===== config.mk =====
export PLATFORM = sky130hd
export DESIGN_NAME = desc_walker
export DESIGN_NICKNAME = d
export VERILOG_FILES = /design/src/rtl/desc_walker.sv
export SDC_FILE = /design/constraint.sdc
export NUM_CORES = 1
export LEC_CHECK = 0
export ABC_AREA = 0
export BUFFER_PORTS_ARGS = -buffer_cell sky130_fd_sc_hd__buf_2
export CORE_MARGIN = 8
export CORE_UTILIZATION = 50
export CTS_CLUSTER_SIZE = 25
export DETAILED_ROUTE_END_ITERATION = 10
export HOLD_SLACK_MARGIN = 0.02
export PLACE_DENSITY = 0.84
export SYNTH_ARGS = -nofsm -noshare
export SYNTH_HDL_FRONTEND = slang
export SYNTH_SLANG_ARGS = --single-unit

===== constraint.sdc =====
create_clock -name clk -period 5.91 [get_ports clk]
set_clock_uncertainty 0.05 [all_clocks]
set_input_delay 1.182 -clock clk [delete_from_list [all_inputs] [get_ports clk]]
set_output_delay 1.182 -clock clk [all_outputs]
set_load 0.005 [all_outputs]

===== src/rtl/desc_walker.sv =====
module desc_walker #(
  parameter int ADDR_W = 64,
  parameter int LEN_W  = 26
) (
  input  logic              clk,
  input  logic              rst_n,
  input  logic              sg_mode,
  input  logic              cyclic,
  input  logic              ptr_wr_en,
  input  logic              ptr_wr_tail,
  input  logic              ptr_wr_hi,
  input  logic [31:0]       ptr_wr_data,
  output logic [63:0]       cur_ptr,
  output logic [63:0]       tail_ptr,
  output logic              busy,
  output logic              mem_req,
  output logic              mem_we,
  output logic [63:0]       mem_addr,
  output logic [31:0]       mem_wdata,
  input  logic              mem_ack,
  input  logic              mem_err,
  input  logic [31:0]       mem_rdata,
  output logic              cp_valid,
  output logic [63:0]       cp_src,
  output logic [63:0]       cp_dst,
  output logic [LEN_W-1:0]  cp_len,
  input  logic              cp_done,
  input  logic              cp_fail,
  output logic              desc_done,
  output logic              err_sg_int,
  output logic              err_sg_dec,
  output logic              err_dma_dec
);
  localparam bit WIDE = (ADDR_W > 32);
  localparam logic [63:0] STAT_OFS = 64'd28;

  typedef enum logic [2:0] {S_IDLE, S_FETCH, S_CHECK, S_COPY, S_WB} st_t;

  st_t         st;
  logic [2:0]  widx;
  logic [31:0] dw [8];
  logic [63:0] cur_q, tail_q;
  logic        cp_bad;

  wire wr_accept = ptr_wr_en && sg_mode && (st == S_IDLE) && (!ptr_wr_hi || WIDE);
  wire start     = wr_accept && ptr_wr_tail && (ptr_wr_hi == WIDE);
  wire [63:0] wr_val_cur  = ptr_wr_hi ? {ptr_wr_data, cur_q[31:0]}
                                      : {cur_q[63:32], ptr_wr_data[31:6], 6'b0};
  wire [63:0] wr_val_tail = ptr_wr_hi ? {ptr_wr_data, tail_q[31:0]}
                                      : {tail_q[63:32], ptr_wr_data[31:6], 6'b0};
  wire [63:0] next_ptr = {dw[1], dw[0][31:6], 6'b0};
  wire        len_zero = (dw[6][LEN_W-1:0] == '0);

  assign busy      = (st != S_IDLE);
  assign cur_ptr   = cur_q;
  assign tail_ptr  = tail_q;
  assign mem_req   = (st == S_FETCH) || (st == S_WB);
  assign mem_we    = (st == S_WB);
  assign mem_addr  = cur_q + ((st == S_WB) ? STAT_OFS : {59'd0, widx, 2'b00});
  assign mem_wdata = dw[7];
  assign cp_valid  = (st == S_COPY);
  assign cp_src    = {dw[3], dw[2]};
  assign cp_dst    = {dw[5], dw[4]};
  assign cp_len    = dw[6][LEN_W-1:0];

  always_ff @(posedge clk) begin
    if (!rst_n) begin
      st          <= S_IDLE;
      widx        <= '0;
      cur_q       <= '0;
      tail_q      <= '0;
      cp_bad      <= 1'b0;
      desc_done   <= 1'b0;
      err_sg_int  <= 1'b0;
      err_sg_dec  <= 1'b0;
      err_dma_dec <= 1'b0;
      for (int i = 0; i < 8; i++) dw[i] <= '0;
    end else begin
      desc_done <= 1'b0;
      if (!sg_mode && st == S_IDLE) begin
        cur_q  <= '0;
        tail_q <= '0;
      end else if (wr_accept) begin
        if (ptr_wr_tail) tail_q <= wr_val_tail;
        else             cur_q  <= wr_val_cur;
      end
      case (st)
        S_IDLE: if (start) begin
          st          <= S_FETCH;
          widx        <= '0;
          err_sg_int  <= 1'b0;
          err_sg_dec  <= 1'b0;
          err_dma_dec <= 1'b0;
        end
        S_FETCH: if (mem_ack) begin
          if (mem_err) begin
            err_sg_dec <= 1'b1;
            st         <= S_IDLE;
          end else begin
            dw[widx] <= mem_rdata;
            widx     <= widx + 3'd1;
            if (widx == 3'd7) st <= S_CHECK;
          end
        end
        S_CHECK: begin
          if (dw[7][31] || len_zero) begin
            err_sg_int <= 1'b1;
            st         <= S_IDLE;
          end else begin
            st <= S_COPY;
          end
        end
        S_COPY: if (cp_done) begin
          cp_bad <= cp_fail;
          if (cp_fail) begin
            err_dma_dec <= 1'b1;
            dw[7][30]   <= 1'b1;
          end else begin
            dw[7][31] <= 1'b1;
          end
          st <= S_WB;
        end
        S_WB: if (mem_ack) begin
          if (mem_err) begin
            err_sg_dec <= 1'b1;
            st         <= S_IDLE;
          end else if (cp_bad) begin
            st <= S_IDLE;
          end else begin
            desc_done <= 1'b1;
            cur_q     <= next_ptr;
            widx      <= '0;
            st        <= (!cyclic && cur_q == tail_q) ? S_IDLE : S_FETCH;
          end
        end
        default: st <= S_IDLE;
      endcase
    end
  end
endmodule



==> results.md <==
* Internal power at 4.457 mW
* R2r endpoint: cur_ptr[28]
* Sw Ratio at 22.17%
* # port buffers at 454
* CP peak stage delay at around 0.52 ns
* Routed wire length per instance at 24.59 microns
* Slew headroom at a little under a fifth
* Final worst slack at around 0.7 ns
* WP data required at 4.68 ns
* Cell depth of the worst flop-to-flop path at 7
* Synth warnings at 0
* Synth area leader: edfxtp_1
* Initial antenna violation count at 3
* Fin Setup TNS at 0 ns
* Final setup fails at 0
* Worst Setup Path Type: flip-flop to output port
* Vias at 12950
* Clock Power Share at 44.3%
* Vias per cell at 5.554
* Top_reg_cell synth: edfxtp_1
* Vias in the first global route at roughly 13000
* Final Hold Fails at 0
* Worst-Margin Slew at 1.212 ns
* Drt initial violations at 1043
* Clk slew on worst S/H paths at 0.06 ns
* Design Area, Final at 0.02054 sq mm
* Worst VDD drop at 0.2578 mV
* Layout Utilization at 63.12%
* Routed wire length at between 50000 and 60000 microns
* Max cap viols at 0
* P_sw at 1.270 mW
* Synth Area in Compound Gates at 4.245%
* Status: complete, no violations
* Post-detail-place hpwl at 42930 microns
* Crit start category: flip-flop
* Leak at approximately 8.6 nW
* Routability-driven placement congestion ratio at 1.062
* Share of cells above drive strength 1 at 30.74%
* Number of synthesized flops with an enable pin at 244
* Worst min path class: flip-flop to flip-flop
* Synthesized area at 0.01653 sq mm
* Launching point of the worst reg2reg path: st[2]
* CTS buffer count at 40
* CP cell instances: or3b_1 -> nand2b_1 -> ha_1 -> inv_1 -> fa_1 -> nor2b_1 -> o2111a_2 -> nand2_1 -> nor4_2 -> xor2_1 -> buf_2
* # DRC at 0
* # hold bufs at CTS at 0
* Resized cells post-CTS at 0
* Hold Path Sink: cur_ptr[41]
* DRT Pass-1 Iters at 6
* Clock tree buffer depth at 3
* CP bufs+invs at 2
* CP top delay family: simple AND/OR/NAND/NOR gates
* Combinational share of power at 5.1%
* Starting Density at 50.82%
* TritonCTS clock tree: yes
* Sequential area share after synthesis at about three fifths
* FFs w/ async S/R, synth at 0%
* Post-CTS Setup Repair Bufs at 0
* Io pins at 461
* Slowest cell on crit path: or3b_1
* Global Route Usage Sum at 28.32%
* Pwr Total at ~5.7 mW
* Synth area leaders: edfxtp_1, dfxtp_1, and2_1, mux2i_1, xnor2_1
* Simple-gate portion of the synthesized area at 20.38%
* Arrival time worst endpoint at 3.96 ns
* Cells after synthesis at 1419
* Mux contribution to synthesized area at 5.100%
* Max FO, Critical Path at 11
* Flops & latches, synth at approximately 380
* Die span in x at 197.9 microns
* Post-synth top area share at ~44%
* CP Capture Type: output port
* Largest net degree at the start of global routing at 66
* GRT Residual Overflow at 0
* Die height at 197.9 microns
* Layout Nets at 1936
* H-tree depth at 2
* Placeable Area at 0.03254 sq mm
* Flop2flop setup slack at between 2 and 2.5 ns
* Critical path origin: st[2]
* Clk sinks at between 300 and 400
* Adder-Cell Fraction of Synth Area at 0.4994%
* Sequential power share at about half
* Pre-CTS setup slack at around 1.3 ns
* Post-Synth XOR/XNOR Area at approximately 6.3%
* Final ANT Viol Nets at 0
* Hold WS at 0.3902 ns
* Slew Viols, Final at 0
* Hold Path Depth at 2
* Peak Freq at 0.1925 GHz
* Main combinational cell family by area after synthesis: simple AND/OR/NAND/NOR gates
* Inst Count DP at 2255
* Post-DP Area at around 0.019 sq mm
* Clk_lat worst skew at 0.54 ns
* Avg Cell Area, Syn at 11.65 sq um
* # rows at 66
* Fin crit period at 5.194 ns
* Hold wc startpoint: dw[1][9]
* First-pass GRT wire length at 82980 microns
* Tcrit/Tclk final at approximately 88%
* Die area at roughly 0.039 sq mm
* RSZ-0062 raised after global routing: no
* Root buf cell: clkbuf_16
* Area grow syn2layout at 24.21%
* PwrDens at approximately 280 mW/mm^2
* Post-synth cell types at 56
* Fin cells at 2332
==> flip-flops by register name, indices dropped and copies added (netlist names) <==
| signal | cells |
|---|---|
| err_sg_int | 1 |
| desc_done | 1 |
| err_sg_dec | 1 |
| widx | 3 |
| st | 3 |
| err_dma_dec | 1 |
| cp_bad | 1 |
| dw | 244 |
| tail_ptr | 58 |
| cur_ptr | 64 |
==> synthesized netlist by cell type (7+ instances only) <==
cell type and number:
a21oi_1 41, and2_1 250, and3_1 9, and4_1 7
buf_2 20, buf_4 18, clkbuf_1 44, dfxtp_1 133
edfxtp_1 244, inv_1 15, mux2i_1 82, nand2_1 142
nand2b_1 11, nand3_1 20, nand4_1 31, nor2_1 81
nor3_1 9, nor3_2 15, nor4_1 14, o21ai_0 24
o21ai_1 24, o22a_1 18, xnor2_1 85, xor2_1 34
==> power groups by stage <==
stage	clock (mW)	sequential, mW	combinational (mW)
3_5_place_dp	0	2.95	0.294
5_1_grt	2.66	2.90	0.312
2_1_floorplan	0	2.96	0.0995
3_3_place_gp	0	2.95	0.289
4_1_cts	2.56	2.90	0.294
6_report	2.54	2.90	0.293
==> layout make-up <==
cell class / instances / area (sq um)
inverter: 18 / 67.56
multi-input combinational: 941 / 6158
sequential: 377 / 9990
timing repair buffer: 477 / 2445
clock inverter: 25 / 260.3
clock buffer: 49 / 1056
antenna: 3 / 7.507
tap: 442 / 553.0
fill: 2570 / 12000
==> worst max path at each step <==
stage / cells after the start / to / slack, ns
floorplan: 3 / dw[2][0] / 1.38
global placement: 11 / mem_addr[58] / 1.47
detailed placement: 11 / mem_addr[58] / 1.33
CTS: 11 / mem_addr[58] / 0.73
global route: 11 / mem_addr[58] / 0.51
finish: 11 / mem_addr[58] / 0.72
==> kinds of logic after synthesis <==
| logic type | Yosys count |
|---|---|
| compound gates | 118 |
| other cells | 1 |
| buf+inv | 106 |
| xor+xnor | 119 |
| fa+ha+maj | 6 |
| flops | 377 |
| simple gates | 609 |
| mux | 83 |
==> layout by cell type, fill, tap and decap left out, types with 3 or more instances in the layout <==
cell type  count
buf_2        454
and2_1       250
edfxtp_1     244
nand2_1      142
dfxtp_1      133
xnor2_1       85
mux2i_1       82
nor2_1        76
a21oi_1       41
clkbuf_16     41
xor2_1        34
nand4_1       31
o21ai_1       23
buf_4         23
nand3_1       20
o21ai_0       19
o22a_1        18
nor3_2        16
inv_1         15
nor4_1        12
nand2b_1      11
clkinv_1      10
and3_1         9
nor3_1         8
clkbuf_1       8
and4_1         7
conb_1         6
nor4_2         5
nor2_2         5
o21ai_4        5
ha_1           5
bufinv_16      5
clkinv_2       5
diode_2        3
inv_6          3
==> tightest hold or removal path: stages (launching register included) <==
cell	delay (ns)
edfxtp_1	0.32
nand2_1	0.04
o21ai_1	0.05
==> metal layers <==
metal  vias up  global-route usage [%]  wire, microns
li1       5771                       -              -
met1      6199                   33.54          21160
met2       832                   47.13          27130
met3       148                   8.438           6468
met4         2                   12.86           2586
met5         -                       0             13
Power figures use the tool's default switching activity.
